$ cat config.mk
export PLATFORM = sky130hd
export DESIGN_NAME = dbg_entry_ctrl
export DESIGN_NICKNAME = d
export VERILOG_FILES = /design/src/rtl/dbg_entry_pkg.sv /design/src/rtl/dbg_window_timer.sv /design/src/rtl/dbg_comm_watch.sv /design/src/rtl/dbg_entry_qual.sv /design/src/rtl/dbg_entry_ctrl.sv
export SDC_FILE = /design/constraint.sdc
export NUM_CORES = 1
export LEC_CHECK = 0
export ABC_CLOCK_PERIOD_IN_PS = 1400
export BUFFER_PORTS_ARGS = -buffer_cell sky130_fd_sc_hd__buf_4
export CORE_MARGIN = 2
export CORE_UTILIZATION = 38
export DETAILED_ROUTE_END_ITERATION = 10
export PLACE_DENSITY = 0.8
export SYNTH_ARGS = -nofsm -noshare
export SYNTH_HDL_FRONTEND = slang
export SYNTH_SLANG_ARGS = --single-unit
$ cat constraint.sdc
create_clock -name clk -period 1.4 [get_ports clk]
set_clock_uncertainty 0.05 [all_clocks]
set_input_delay 0.21 -clock clk [delete_from_list [all_inputs] [get_ports clk]]
set_output_delay 0.21 -clock clk [all_outputs]
set_load 0.02 [all_outputs]
$ cat src/rtl/dbg_entry_pkg.sv
// Package: shared types and encodings for the debug monitor entry controller.
// Assumes: the entry-method code is two bits wide and read by software as-is.
package dbg_entry_pkg;

    typedef enum logic [1:0] {
        ENTRY_NONE  = 2'b00,
        ENTRY_HV    = 2'b01,
        ENTRY_BLANK = 2'b10
    } entry_e;

    typedef struct packed {
        logic   mon;
        logic   par;
        logic   ext;
        entry_e ent;
    } decision_t;

    localparam decision_t DECISION_USER = '{mon: 1'b0, par: 1'b0, ext: 1'b0, ent: ENTRY_NONE};

endpackage

$ cat src/rtl/dbg_window_timer.sv
// Module: counts reference-clock edges after reset release and marks the
// sampling window and its final edge.
// Assumes: rst_n is synchronous and active low; the count saturates at the
// window length so it stays put until the next reset.
module dbg_window_timer #(
    parameter int WINDOW_CYCLES = 24
) (
    input  logic clk,
    input  logic rst_n,
    output logic in_window_o,
    output logic last_o
);
    localparam int CW = $clog2(WINDOW_CYCLES + 1);
    localparam logic [CW-1:0] LAST_IDX = CW'(WINDOW_CYCLES - 1);
    localparam logic [CW-1:0] END_IDX  = CW'(WINDOW_CYCLES);

    logic [CW-1:0] count_q;

    // Advance the edge counter until the window has closed.
    always_ff @(posedge clk) begin
        if (!rst_n) begin
            count_q <= '0;
        end else if (count_q != END_IDX) begin
            count_q <= count_q + 1'b1;
        end
    end

    // Decode window membership and the decision edge.
    always_comb begin
        in_window_o = (count_q < END_IDX);
        last_o      = (count_q == LAST_IDX);
    end

    p_count_bound_r2: assert property (@(posedge clk) disable iff (!rst_n)
        count_q <= END_IDX);
    p_last_once_r2: assert property (@(posedge clk) disable iff (!rst_n)
        last_o |=> !last_o && !in_window_o);

endmodule

$ cat src/rtl/dbg_comm_watch.sv
// Module: watches communication pin 1 over the sampling window and reports
// whether it has been low on every window edge, including the current one.
// Assumes: sample_en is high only during the window.
module dbg_comm_watch (
    input  logic clk,
    input  logic rst_n,
    input  logic sample_en_i,
    input  logic csel1_i,
    output logic held_low_o
);
    logic seen_high_q;

    // Remember any high sample of pin 1 taken inside the window.
    always_ff @(posedge clk) begin
        if (!rst_n) begin
            seen_high_q <= 1'b0;
        end else if (sample_en_i && csel1_i) begin
            seen_high_q <= 1'b1;
        end
    end

    // Low so far and low right now.
    always_comb begin
        held_low_o = !seen_high_q && !csel1_i;
    end

    p_seen_sticky_r6: assert property (@(posedge clk) disable iff (!rst_n)
        seen_high_q |=> seen_high_q);

endmodule

$ cat src/rtl/dbg_entry_qual.sv
// Module: evaluates the two monitor entry conditions from the pins and the
// reset-vector bytes and picks the entry method, high-voltage first.
// Assumes: inputs are stable around the decision edge.
module dbg_entry_qual
    import dbg_entry_pkg::*;
#(
    parameter int          VEC_W      = 8,
    parameter logic [VEC_W-1:0] ERASED_VAL = '1
) (
    input  logic             irq_hv_i,
    input  logic             msel1_i,
    input  logic             msel0_i,
    input  logic [VEC_W-1:0] vec_hi_i,
    input  logic [VEC_W-1:0] vec_lo_i,
    output entry_e           method_o
);
    logic hv_ok;
    logic blank_ok;

    // Qualify each entry method on its own pin and vector pattern.
    always_comb begin
        hv_ok    = irq_hv_i && !msel1_i && msel0_i;
        blank_ok = !irq_hv_i && (vec_hi_i == ERASED_VAL) && (vec_lo_i == ERASED_VAL);
    end

    // High-voltage entry wins over the erased-vector path.
    always_comb begin
        if (hv_ok) begin
            method_o = ENTRY_HV;
        end else if (blank_ok) begin
            method_o = ENTRY_BLANK;
        end else begin
            method_o = ENTRY_NONE;
        end
    end

    a_method_hv_r10: assert final (!hv_ok || method_o == ENTRY_HV);

endmodule

$ cat src/rtl/dbg_entry_ctrl.sv
// Module: top of the reset-time debug monitor entry controller. Samples the
// pins over a fixed window after reset and registers a one-time decision.
// Assumes: synchronous active-low reset; outputs hold until the next reset.
module dbg_entry_ctrl
    import dbg_entry_pkg::*;
#(
    parameter int               WINDOW_CYCLES = 24,
    parameter int               VEC_W         = 8,
    parameter logic [VEC_W-1:0] ERASED_VAL    = '1
) (
    input  logic             clk,
    input  logic             rst_n,
    input  logic             irq_hv_i,
    input  logic             msel1_i,
    input  logic             msel0_i,
    input  logic             csel1_i,
    input  logic             csel0_i,
    input  logic [VEC_W-1:0] vec_hi_i,
    input  logic [VEC_W-1:0] vec_lo_i,
    output logic             mon_active_o,
    output logic             comm_par_o,
    output logic             clk_ext_o,
    output logic [1:0]       entry_o,
    output logic             decided_o
);
    logic      in_window;
    logic      last_edge;
    logic      held_low;
    entry_e    method;
    decision_t next_dec;
    decision_t dec_q;
    logic      decided_q;

    dbg_window_timer #(.WINDOW_CYCLES(WINDOW_CYCLES)) u_timer (
        .clk         (clk),
        .rst_n       (rst_n),
        .in_window_o (in_window),
        .last_o      (last_edge)
    );

    dbg_comm_watch u_watch (
        .clk         (clk),
        .rst_n       (rst_n),
        .sample_en_i (in_window),
        .csel1_i     (csel1_i),
        .held_low_o  (held_low)
    );

    dbg_entry_qual #(.VEC_W(VEC_W), .ERASED_VAL(ERASED_VAL)) u_qual (
        .irq_hv_i (irq_hv_i),
        .msel1_i  (msel1_i),
        .msel0_i  (msel0_i),
        .vec_hi_i (vec_hi_i),
        .vec_lo_i (vec_lo_i),
        .method_o (method)
    );

    // Form the candidate decision from method and communication pins.
    always_comb begin
        next_dec = DECISION_USER;
        if (method != ENTRY_NONE) begin
            if (csel1_i) begin
                next_dec = '{mon: 1'b1, par: 1'b1, ext: 1'b1, ent: method};
            end else if (held_low && csel0_i) begin
                next_dec = '{mon: 1'b1, par: 1'b0, ext: 1'b1, ent: method};
            end
        end
    end

    // Latch the decision once, on the final window edge.
    always_ff @(posedge clk) begin
        if (!rst_n) begin
            dec_q     <= DECISION_USER;
            decided_q <= 1'b0;
        end else if (last_edge && !decided_q) begin
            dec_q     <= next_dec;
            decided_q <= 1'b1;
        end
    end

    // Drive the ports from the held decision.
    always_comb begin
        mon_active_o = dec_q.mon;
        comm_par_o   = dec_q.par;
        clk_ext_o    = dec_q.ext;
        entry_o      = dec_q.ent;
        decided_o    = decided_q;
    end

    p_defaults_r1: assert property (@(posedge clk) disable iff (!rst_n)
        !decided_o |-> !mon_active_o && !comm_par_o && !clk_ext_o && entry_o == 2'b00);
    p_decide_at_end_r2: assert property (@(posedge clk) disable iff (!rst_n)
        $rose(decided_o) |-> $past(last_edge));
    p_clk_follows_r9: assert property (@(posedge clk) disable iff (!rst_n)
        clk_ext_o == mon_active_o);
    p_par_needs_mon_r8: assert property (@(posedge clk) disable iff (!rst_n)
        comm_par_o |-> mon_active_o);
    p_entry_code_r10: assert property (@(posedge clk) disable iff (!rst_n)
        mon_active_o == (entry_o != 2'b00));
    p_hold_r11: assert property (@(posedge clk) disable iff (!rst_n)
        decided_o |=> $stable(mon_active_o) && $stable(comm_par_o) && $stable(entry_o) && decided_o);

endmodule

==> reports/summary.md, run 1 <==
The run finished with clean final reports. At the pin with the least slew margin, the transition time is 0.3038 ns. The number of port buffers is 28, and the number of optimization iterations in the first detailed-route pass is 4.

Across the VDD grid, the largest voltage drop is 0.0005986 V. The logs give 0.3958 nW for the reported leakage power and 0 for the final count of negative-setup-slack endpoints. The clock reaches the later pin of the worst-skew pair after 0.27 ns. The cell type with the highest aggregate area in the netlist is dfxtp_1. The routed layout has 539 vias. The logs give 0.7751 for the placer congestion estimate and 0.1651 ns for the worst hold slack.

Max-slew violation count: 0. Dividing the synthesized area by the synthesized cell count gives 9.101 sq um. Commonest register cell after synthesis: dfxtp_1.

Of the cells placed in the final design, the portion with a size suffix greater than 1 is 43.62%. The synthesized netlist contains 27 unique library cells. The logs give 79.64% for the max-slew headroom at the worst pin and 564.3 sq um for the post-synthesis instance area. The first global-routing pass estimated 2180 um of wire.

Synthesis inferred 11 register bits. By area the synthesized netlist is led by dfxtp_1 39%, xnor2_1 4.7%, ha_1 4.4%. The clock sink count is 11. Worst hold-check path type: in -> reg. The number of flops mapped to enable cells by yosys came out at 0. The H-tree level count is 1, and the compound-cell area share of the yosys netlist is 13.53%.

Data on the critical path arrives at its endpoint at 1.43 ns. The die is 42.54 um wide. The type of the worst setup path is reg -> reg. The number of antenna violations at the first check in global routing is 0, and the area overhead of the layout relative to synthesis is 50.78%. For the cell count after placement, the log shows 105.

The number of hold buffers added after CTS was 0. In the routed layout, each cell is associated on average with a via count of 4.945. Chip height: 42.54 um. After Yosys synthesis, and, or, nand and nor cells account for 32.82% of the synthesized area. Fill cells in the final layout number 123. For the post-place setup slack, the log shows -0.007069 ns.

The number of global-route vias before repair was 518; the maximum clock insertion buffer count was 2. The top-level I/O count is 29. The async set-reset flop share out of synthesis is 0%, and the starting density of the core is 41.80%.

TritonCTS built the clock tree. Total length of routed wires: 1272 um. The run gives 0.07114 ns as the least setup slack across all paths after layout. The top cell type by area accounts for 39.02% of the synthesized area. In the routed design, unresolved DRC markers number 0. Setup repair after global routing could not meet its margin everywhere.

The run gives 1.51 ns as the required time at the endpoint of the critical path. The number of clock buffers added by TritonCTS is 3. Timing would allow up to 752.5 MHz.

Power density over cell area: 751.4 mW/mm^2. Of the available clock period, the critical path in the final layout requires 94.92%. Row generation in the floorplan step produced 13 rows. Entering global routing, the biggest net connects 12 pins. The worst setup path is launched from a register. The xor/xnor share of the synthesized area was 6.208%; the part of the Yosys area used for sequential elements was 39.02%. The logs give 0.001809 sq mm for the die area and 0 for the count of antenna-violating nets left after detailed routing. The non-filler instance count after layout is 109.

Summed over all nets, the half-perimeter wirelength after detailed placement is 1029 um. Average wire per cell in the routed design: 11.67 um. After Yosys synthesis, full adders, half adders and majority gates account for 4.435% of the synthesized area. In the global route stage, overall resource usage came out at 16.11%. The cell count after synthesis came out at 62. By count the netlist is led by 11 x dfxtp_1, 5 x nor2_1.

Max-cap violations in this run came to 0. The kind of end point of the critical path is a register. The largest family of logic cells by synthesized area was simple AND/OR/NAND/NOR gates. The first routing iteration left 13 violations.

Clock-pin slew was measured on the worst setup and hold paths at 0.07 ns. Yosys instantiated no cell more often than dfxtp_1. The number of nets in the synthesized netlist is 87.

The count of final hold-check violations was 0; the worst-path maximum fanout was 5. For this run the aggregate overflow at the end of global routing stands at 0. The buffer count from post-CTS setup fixing was 0; the post-layout minimum cycle time was 1.329 ns. The number of warnings reported in the yosys synthesis log was 0; the core area was 0.001350 sq mm.

The number of nets in the finished design is 120, and the share of synthesized area spent on multiplexers is 0%. The repair_antennas step left the layout with diodes totalling 0. Clock tree synthesis selected as its root buffer the cell clkbuf_4.
-- metal layers --
layer | track usage, % | up-vias | part of all wire [%]
met5 | 0 | - | 0
met4 | 5.625 | 0 | 1.1
met3 | 6.897 | 2 | 3.5
met2 | 28.62 | 12 | 53
met1 | 16.71 | 244 | 42
li1 | - | 281 | -
-- path summary, 6_finish.rpt --
path,end,from,slack [ns],cells after the start
setup / recovery,mon_active_o,u_timer.count_q[1],0.07,5
hold / removal,u_watch.seen_high_q,csel1_i,0.17,3
setup reg to reg,mon_active_o,u_timer.count_q[1],0.07,5
hold reg to reg,entry_o[1],entry_o[1],0.40,2
-- critical path, cell delays in order (launching register included) --
cell	delay, ns
dfxtp_4	0.37
ha_4	0.14
nand4b_4	0.13
or2_4	0.28
a22oi_2	0.17
a21boi_1	0.08
-- kinds of logic after synthesis --
| kind of cell | after synthesis |
|---|---|
| adders and majority gates | 2 |
| AOI/OAI and AO/OA | 11 |
| DFF | 11 |
| buffers and inverters | 5 |
| and+or+nand+nor | 29 |
| xor gates and xnor gates | 4 |
-- through the flow --
step | power (W) | TNS (ns) | util (%) | area, sq um
finish | 0.0006393 | 0 | 63.02 | 850.8
global route | 0.0006732 | 0 | 63.02 | 850.8
CTS | 0.0006442 | 0 | 61.26 | 827.0
detailed placement | 0.0004280 | -0.01363 | 59.04 | 797.0
global placement | 0.0004246 | 0 | 59.04 | 797.0
floorplan | 0.0003710 | 0 | - | 564.3
-- layout make-up --
type,instances,area (sq um),share of cell area (%)
clock buffer,4,26.28,3.088
inverter,3,11.26,1.324
multi-input combinational,46,344.1,40.44
sequential,11,225.2,26.47
tap,15,18.77,2.206
timing repair buffer,30,225.2,26.47
-- power breakdown --
group | switching [W] | internal (W) | leakage (nW) | total (W)
combinational | 0.0000304 | 0.0000609 | 0.290 | 0.0000913
sequential | 0.0000115 | 0.000323 | 0.0904 | 0.000335
clock | 0.000103 | 0.000110 | 0.0150 | 0.000213
-- state kept, by name, summed over array words and instances (netlist names) --
signal and flops:
comm_par_o 1, decided_o 1, entry_o 2, mon_active_o 1
u_timer.count_q 5, u_watch.seen_high_q 1
-- what timing repair did --
action,CTS,global route
setup endpoints to repair,3,3
pin swaps,1,1
gates resized for setup,2,5
-- cell usage in the layout, fill, tap and decap left out, types with 2 or more instances in the layout --
master,Yosys,routed
dfxtp_1,11,9
a21boi_1,2,2
nand4b_1,2,2
nor3_1,2,2
and2_1,3,3
nand2_1,3,3
o21a_1,2,2
nand4_1,3,3
inv_1,3,3
nor2_1,5,5
clkbuf_4,0,3
nand3_1,3,3
a22oi_2,0,2
xnor2_1,3,3
a21oi_1,2,2
nor2b_1,3,3
buf_4,1,30
(Power assumes the default switching activity.)
==> run 2: changes to the inputs <==
Settings changed: CORE_UTILIZATION 38 to 41, CTS_BUF_LIST set to sky130_fd_sc_hd__clkbuf_4, PLACE_DENSITY 0.8 to 0.84.
==> run 2 against run 1 <==
Compared with the run above:
- wire length up 2.5%
- non-clock buffer count shrank 1
- final area is 1.0% lower
- register-to-register slack about the same
- global-route usage grew 1.5 points
- sequential share of layout area grew 0.28 points
- worst setup slack improved by 0.0020 ns
- maximum frequency increased by 0.15%
- clock power up 14%
==> reports/summary.md, run 2 (same netlist as run 1, synthesis figures left out) <==
The via count normalized by instance count came out at 5.333 (+7.9%). The run finished with clean final reports. The largest net degree at the start of global routing was 12 (unchanged); the die area was 0.001689 sq mm (-6.6%). The max-slew violation count was 0 (unchanged); the detailed placer's ending HPWL was 1032 um (+0.35%). The logs give 0 (unchanged) for the count of final hold-check violations and 0 (unchanged) for the hold buffer count at cts. The register name with the most flops was u_timer.count_q.

The buffer count from post-CTS setup fixing was 0 (unchanged). Final core utilization: 64.71% (+1.7 points). The worst setup path is captured at a register. The post-layout minimum cycle time came out at 1.327 ns (-0.001997 ns). The number of port buffers came out at 28 (unchanged).

Grouping stages by cell kind, the critical path spends the most delay in simple AND/OR/NAND/NOR gates. Buffers plus inverters on the worst setup path: 0 (unchanged). The number of global-route vias before repair is 516 (-0.39%), and the number of max-cap violations is 0 (unchanged). The power density over cell area was 790.9 mW/mm^2 (+5.3%); the switching share of power was 22.95% (+0.32 points). The library cell used most frequently in the layout, excluding fill and tap cells, is buf_4. The wire length of the first global-routing pass is 1973 um (-9.5%), and the area overhead of the layout relative to synthesis is 49.22%. The worst setup path is launched from a register.

Data arrival time of the critical path: 1.44 ns (about the same). The run gives 43.37% (+1.6 points) as the starting density of the core. The sequential share of power is 50.2% (-2.2 points). Type of the worst setup path: reg -> reg. The slowest stage of the critical path is the dfxtp_4 cell. The tools report the worst hold slack as 0.1706 ns (+0.005496 ns).

The power spent charging and discharging nets came out at 0.0001529 W (+5.6%). The clock sink count is 11 (unchanged), and the max-slew headroom at the worst pin is 81.89% (+2.3 points). H-tree level count: 1 (unchanged). The number of buffers added by the clock tree synthesis step is 3 (unchanged), and the number of optimization iterations in the first detailed-route pass is 4 (unchanged).

For the peak supply drop, the log shows 0.0006398 V (+6.9%). The tools report the buffer type at the clock tree root as clkbuf_4. The die outline width works out to 41.10 um (-3.4%). For the iteration-0 DRC count of the detailed router, the log shows 8 (-5). The placement row count was 13 (unchanged). The overall power consumption was 0.0006660 W (+4.2%). For the count of inserted antenna diode cells, the log shows 0 (unchanged). The average wire per cell in the routed design came out at 12.07 um (+3.5%). The chip height was 41.10 um (-3.4%); the count of antenna-violating nets left after detailed routing was 0 (unchanged). The internal power of the cells is 0.0005131 W (+3.8%).

In this run the worst hold path is classified as in -> reg. The library cells used most frequently in the layout, excluding fill and tap cells, are 29 x buf_4, 9 x dfxtp_1, 5 x nor2_1, 4 x clkbuf_4. The logs give 0 (unchanged) for the number of antenna violations at the first check in global routing and 17.61% (+1.5 points) for the total track usage. The run gives 1.51 ns (about the same) as the required time at the endpoint of the critical path. The peak clock frequency supported by timing came out at 753.7 MHz (+0.15%). The total length of routed wires came out at 1304 um (+2.5%).

The number of flip-flops in the largest register is 5 (unchanged). The via total after detailed routing was 576 (+6.9%). The share of post-route cells with drive strength above 1 came out at 43.01% (-0.61 points).

For the number of fill cells, the log shows 117 (-4.9%). Setup repair after global routing left no endpoint under its margin. TritonCTS built the clock tree. The maximum clock insertion buffer count is 2 (unchanged), and the number of nets in the finished design is 119 (-0.83%). The share of total power in the clock network came out at 36.3% (+3.0 points). The clock latency reported for the late side of the worst-skew pair is 0.27 ns (about the same), and the final critical-path share of the clock period is 94.78% (-0.14 points). The largest stage delay on the critical path works out to 0.37 ns (about the same).

The placer congestion estimate was 0.6384 (-18%); the worst-path maximum fanout was 5 (unchanged). The fraction of power consumed by combinational cells was 13.5% (-0.8 points); the reported leakage power was 0.3930 nW (-0.70%). The tools report the residual overflow from global routing as 0 (unchanged). Number of remaining DRC errors: 0 (unchanged). Top-level I/O count: 29 (unchanged).

The final count of negative-setup-slack endpoints came out at 0 (unchanged). The run gives 0.001301 sq mm (-3.6%) as the core area. Traced cell by cell, the critical path runs through ha_4 -> nand4b_4 -> or2_4 -> a22oi_2 -> a21boi_1. The post-CTS clock slew at the launch and capture registers of the worst setup and hold paths was 0.08 ns (about the same); the transition at the pin with the smallest max-transition slack was 0.2702 ns (-0.03362 ns).
## run 2: cell count changes in the layout (fill, tap and decap cells not counted), sizes merged
| cell | before | now |
|---|---|---|
| buf | 30 | 29 |
## run 2: final timing paths
check / cells after the start / slack, ns / from / end
max: 5 / 0.07 / u_timer.count_q[1] / mon_active_o
min: 3 / 0.17 / csel1_i / u_watch.seen_high_q
max reg2reg: 5 / 0.07 / u_timer.count_q[1] / mon_active_o
min reg2reg: 2 / 0.42 / entry_o[1] / entry_o[1]
## run 2: per-layer routing
layer | vias up | global-route usage [%] | routed length (um)
met5 | - | 0 | 0
met4 | 0 | 2.419 | 0
met3 | 0 | 7.065 | 183
met2 | 27 | 33.20 | 629
met1 | 267 | 18.45 | 491
li1 | 282 | - | -
## run 2: power groups by stage
| stage | logic (W) | registers, W | clock network [W] |
|---|---|---|---|
| detailed placement | 0.0000896 | 0.000338 | 0 |
| global route | 0.000102 | 0.000336 | 0.000260 |
| finish | 0.0000900 | 0.000334 | 0.000242 |
| floorplan | 0.0000347 | 0.000336 | 0 |
| global placement | 0.0000879 | 0.000338 | 0 |
| CTS | 0.0000901 | 0.000332 | 0.000242 |
## run 2: worst reg2reg max path, delay by kind of cell, from the launching register on
family / cells / cell delay (ns)
simple gates: 2 / 0.40
flops: 1 / 0.37
compound gates: 2 / 0.26
fa+ha+maj: 1 / 0.15
## run 2: cell type report
| type | instances | area (sq um) | share of cell area, % |
|---|---|---|---|
| clock buffers | 4 | 30.03 | 3.566 |
| inverters | 3 | 11.26 | 1.337 |
| multi-input cells | 46 | 339.1 | 40.27 |
| flip-flops and latches | 11 | 225.2 | 26.75 |
| well taps | 15 | 18.77 | 2.229 |
| repair buffers | 29 | 217.7 | 25.85 |
## run 2: metrics by stage
stage | TNS, ns | std cells | area (sq um) | worst slack (ns)
global placement | 0 | 104 | 789.5 | 0.04261
CTS | 0 | 108 | 824.5 | 0.01980
floorplan | 0 | 62 | 564.3 | 0.03834
global route | 0 | 108 | 842.1 | 0.01835
finish | 0 | 108 | 842.1 | 0.07314
detailed placement | -0.01575 | 104 | 789.5 | -0.009141
## run 2: repair_timing
item,CTS,global route
pin swaps,2,0
gates resized for setup,3,3
setup endpoints to repair,3,2
==> run 3: changes to the inputs <==
Settings changed: ABC_CLOCK_PERIOD_IN_PS 1400 to 1350, CORE_AREA set to 2 2 39 41, CORE_MARGIN 2 to not set, CORE_UTILIZATION 41 to not set, DIE_AREA set to 0 0 41 43, PLACE_DENSITY 0.84 to 0.83.
Clock period 1.4 ns to 1.35 ns, I/O delays scaled along.
==> run 3 against run 2 <==
Compared with the run above:
- sequential power grew 3%
- register-to-register slack lost 0.07 ns
- global-route usage shrank 1.2 points
- non-clock buffer count grew 5
- first-iteration DRC count shrank 88%
- critical endpoint unchanged
- largest power group unchanged
==> reports/summary.md, run 3 (same netlist as run 1, synthesis figures left out) <==
The run finished with clean final reports. The final critical-path share of the clock period was 99.48% (+4.7 points); the count of final hold-check violations was 0 (unchanged). The top cell types in the final layout, fill and taps aside, are 34 x buf_4, 9 x dfxtp_1, 5 x nor2_1, 4 x clkbuf_4. The number of buffers added by the clock tree synthesis step is 3 (unchanged). The worst-path maximum fanout came out at 5 (unchanged). Setup repair after global routing could not meet its margin everywhere.

Reported leakage power: 0.4197 nW (+6.8%). The register name with the most flops was u_timer.count_q. The buffer count from post-CTS setup fixing is 0 (unchanged). The wire length of the first global-routing pass was 1952 um (-1.1%); the peak supply drop was 0.0004457 V (-30%).

The number of optimization iterations in the first detailed-route pass was 3 (-1). The worst setup path is launched from a register. The number of port buffers was 28 (unchanged). Type of the worst setup path: reg -> reg.

The largest net degree at the start of global routing was 12 (unchanged); the post-layout minimum cycle time was 1.343 ns (+0.01608 ns). The power density over cell area came out at 774.8 mW/mm^2 (-2.0%). Average wire per cell in the routed design: 11.73 um (-2.9%).

The residual overflow from global routing is 0 (unchanged). The via count normalized by instance count was 5.035 (-5.6%); the placement row count was 14 (+1). The run gives 0 (unchanged) as the hold buffer count at cts. The detailed placer's ending HPWL is 1113 um (+7.8%). CTS placed an instance of clkbuf_4 at the clock tree root. The run gives 80.71% (-1.2 points) as the max-slew headroom at the worst pin. The starting density of the core was 40.78% (-2.6 points). The tools report the required time at the endpoint of the critical path as 1.45 ns (-0.06 ns). The tools report the data arrival time of the critical path as 1.45 ns (about the same). The number of max-cap violations was 0 (unchanged); the number of remaining DRC errors was 0 (unchanged). The iteration-0 DRC count of the detailed router was 1 (-7). The logs give 16.45% (-1.2 points) for the total track usage and 0 (unchanged) for the final count of negative-setup-slack endpoints.

The chip height is 43 um (+4.6%). The transition at the pin with the smallest max-transition slack was 0.2878 ns (+0.01763 ns); the placer congestion estimate was 0.7067 (+11%). The tools report the maximum clock insertion buffer count as 2 (unchanged). The logs give 0.001763 sq mm (+4.4%) for the die area and 0 (unchanged) for the max-slew violation count. Kind of end point of the critical path: a register. The total length of routed wires is 1337 um (+2.5%), and the H-tree level count is 1 (unchanged). Share of post-route cells with drive strength above 1: 50.00% (+7.0 points).

TritonCTS built the clock tree. The core area was 0.001384 sq mm (+6.3%); the number of nets in the finished design was 124 (+4.2%). The number of flip-flops in the largest register is 5 (unchanged).

The clock sink count is 11 (unchanged), and the die outline width is 41 um (-0.24%). The top-level I/O count was 29 (unchanged). The logs give 892.1 sq um (+5.9%) for the post-route standard cell area excluding fillers and 0 (unchanged) for the number of antenna violations at the first check in global routing.

The number of global-route vias before repair came out at 521 (+0.97%). The logs give 0.26 ns (about the same) for the clock latency reported for the late side of the worst-skew pair and 830.8 sq um (+5.2%) for the total placed instance area. The tools report the count of antenna-violating nets left after detailed routing as 0 (unchanged). The area growth from synthesis to layout is 58.09%. The post-CTS clock slew at the launch and capture registers of the worst setup and hold paths is 0.07 ns (about the same). The tools report the peak clock frequency supported by timing as 744.6 MHz (-1.2%).

The run gives 574 (-0.35%) as the via total after detailed routing. The run gives 0 (unchanged) as the count of inserted antenna diode cells. Leaving out fill and tap cells, the most frequent cell in the layout is buf_4. The total negative slack for setup checks is 0 ns (unchanged). In this run the worst hold path is classified as in -> reg.
run 3: critical path: stages (launching register included):
cell and delay [ns]:
dfxtp_2 0.36, ha_4 0.15, nand4b_4 0.14, or2_4 0.27, a22oi_1 0.19, a21boi_1 0.08
run 3: worst paths after layout:
kind                                          from                  end  slack (ns)  cells after the start
worst min register to register          entry_o[1]           entry_o[1]        0.41                      2
worst min-delay path                       csel1_i  u_watch.seen_high_q        0.16                      3
worst max register to register  u_timer.count_q[1]         mon_active_o       0.007                      5
worst max-delay path            u_timer.count_q[1]         mon_active_o       0.007                      5
run 3: per-layer routing:
metal	track usage, %	share of wire [%]	up-vias
met5	0	0	-
met1	15.36	34	251
met2	30.31	52	26
met4	8.000	0.30	0
li1	-	-	295
met3	3.665	14	2
run 3: cell type report:
| class | count | area (sq um) |
|---|---|---|
| Clock buffer | 4 | 30.03 |
| Fill cell | 107 | 491.7 |
| Inverter | 3 | 13.76 |
| Multi-Input combinational cell | 46 | 350.3 |
| Sequential cell | 11 | 222.7 |
| Tap cell | 16 | 20.02 |
| Timing Repair Buffer | 34 | 255.2 |
run 3: through the flow:
step / util [%] / total power [W] / setup slack [ns] / instances / hold slack (ns)
after floorplan: - / 0.0003852 / 0.01105 / 62 / 0.3058
after global placement: 60.04 / 0.0004515 / 0.03186 / 110 / 0.4011
after detailed placement: 60.04 / 0.0004549 / -0.02844 / 110 / 0.4030
after CTS: 63.47 / 0.0007007 / 0.003076 / 114 / 0.1506
after global routing: 64.47 / 0.0007293 / -0.03686 / 114 / 0.1878
final: 64.47 / 0.0006912 / 0.007062 / 114 / 0.1580
run 3: repair_timing:
action / in CTS / in global routing
resized for setup: 4 / 5
pin swaps: 2 / 6
hold endpoints to repair: 0 / 0
setup endpoints to repair: 4 / 5
run 3: power by group:
part           switching (W)  leakage (nW)  internal, W  total, W
sequential        0.00000906        0.0900     0.000335  0.000345
combinational      0.0000373         0.311    0.0000721  0.000109
clock               0.000103        0.0184     0.000134  0.000237
total               0.000149         0.420     0.000542  0.000691
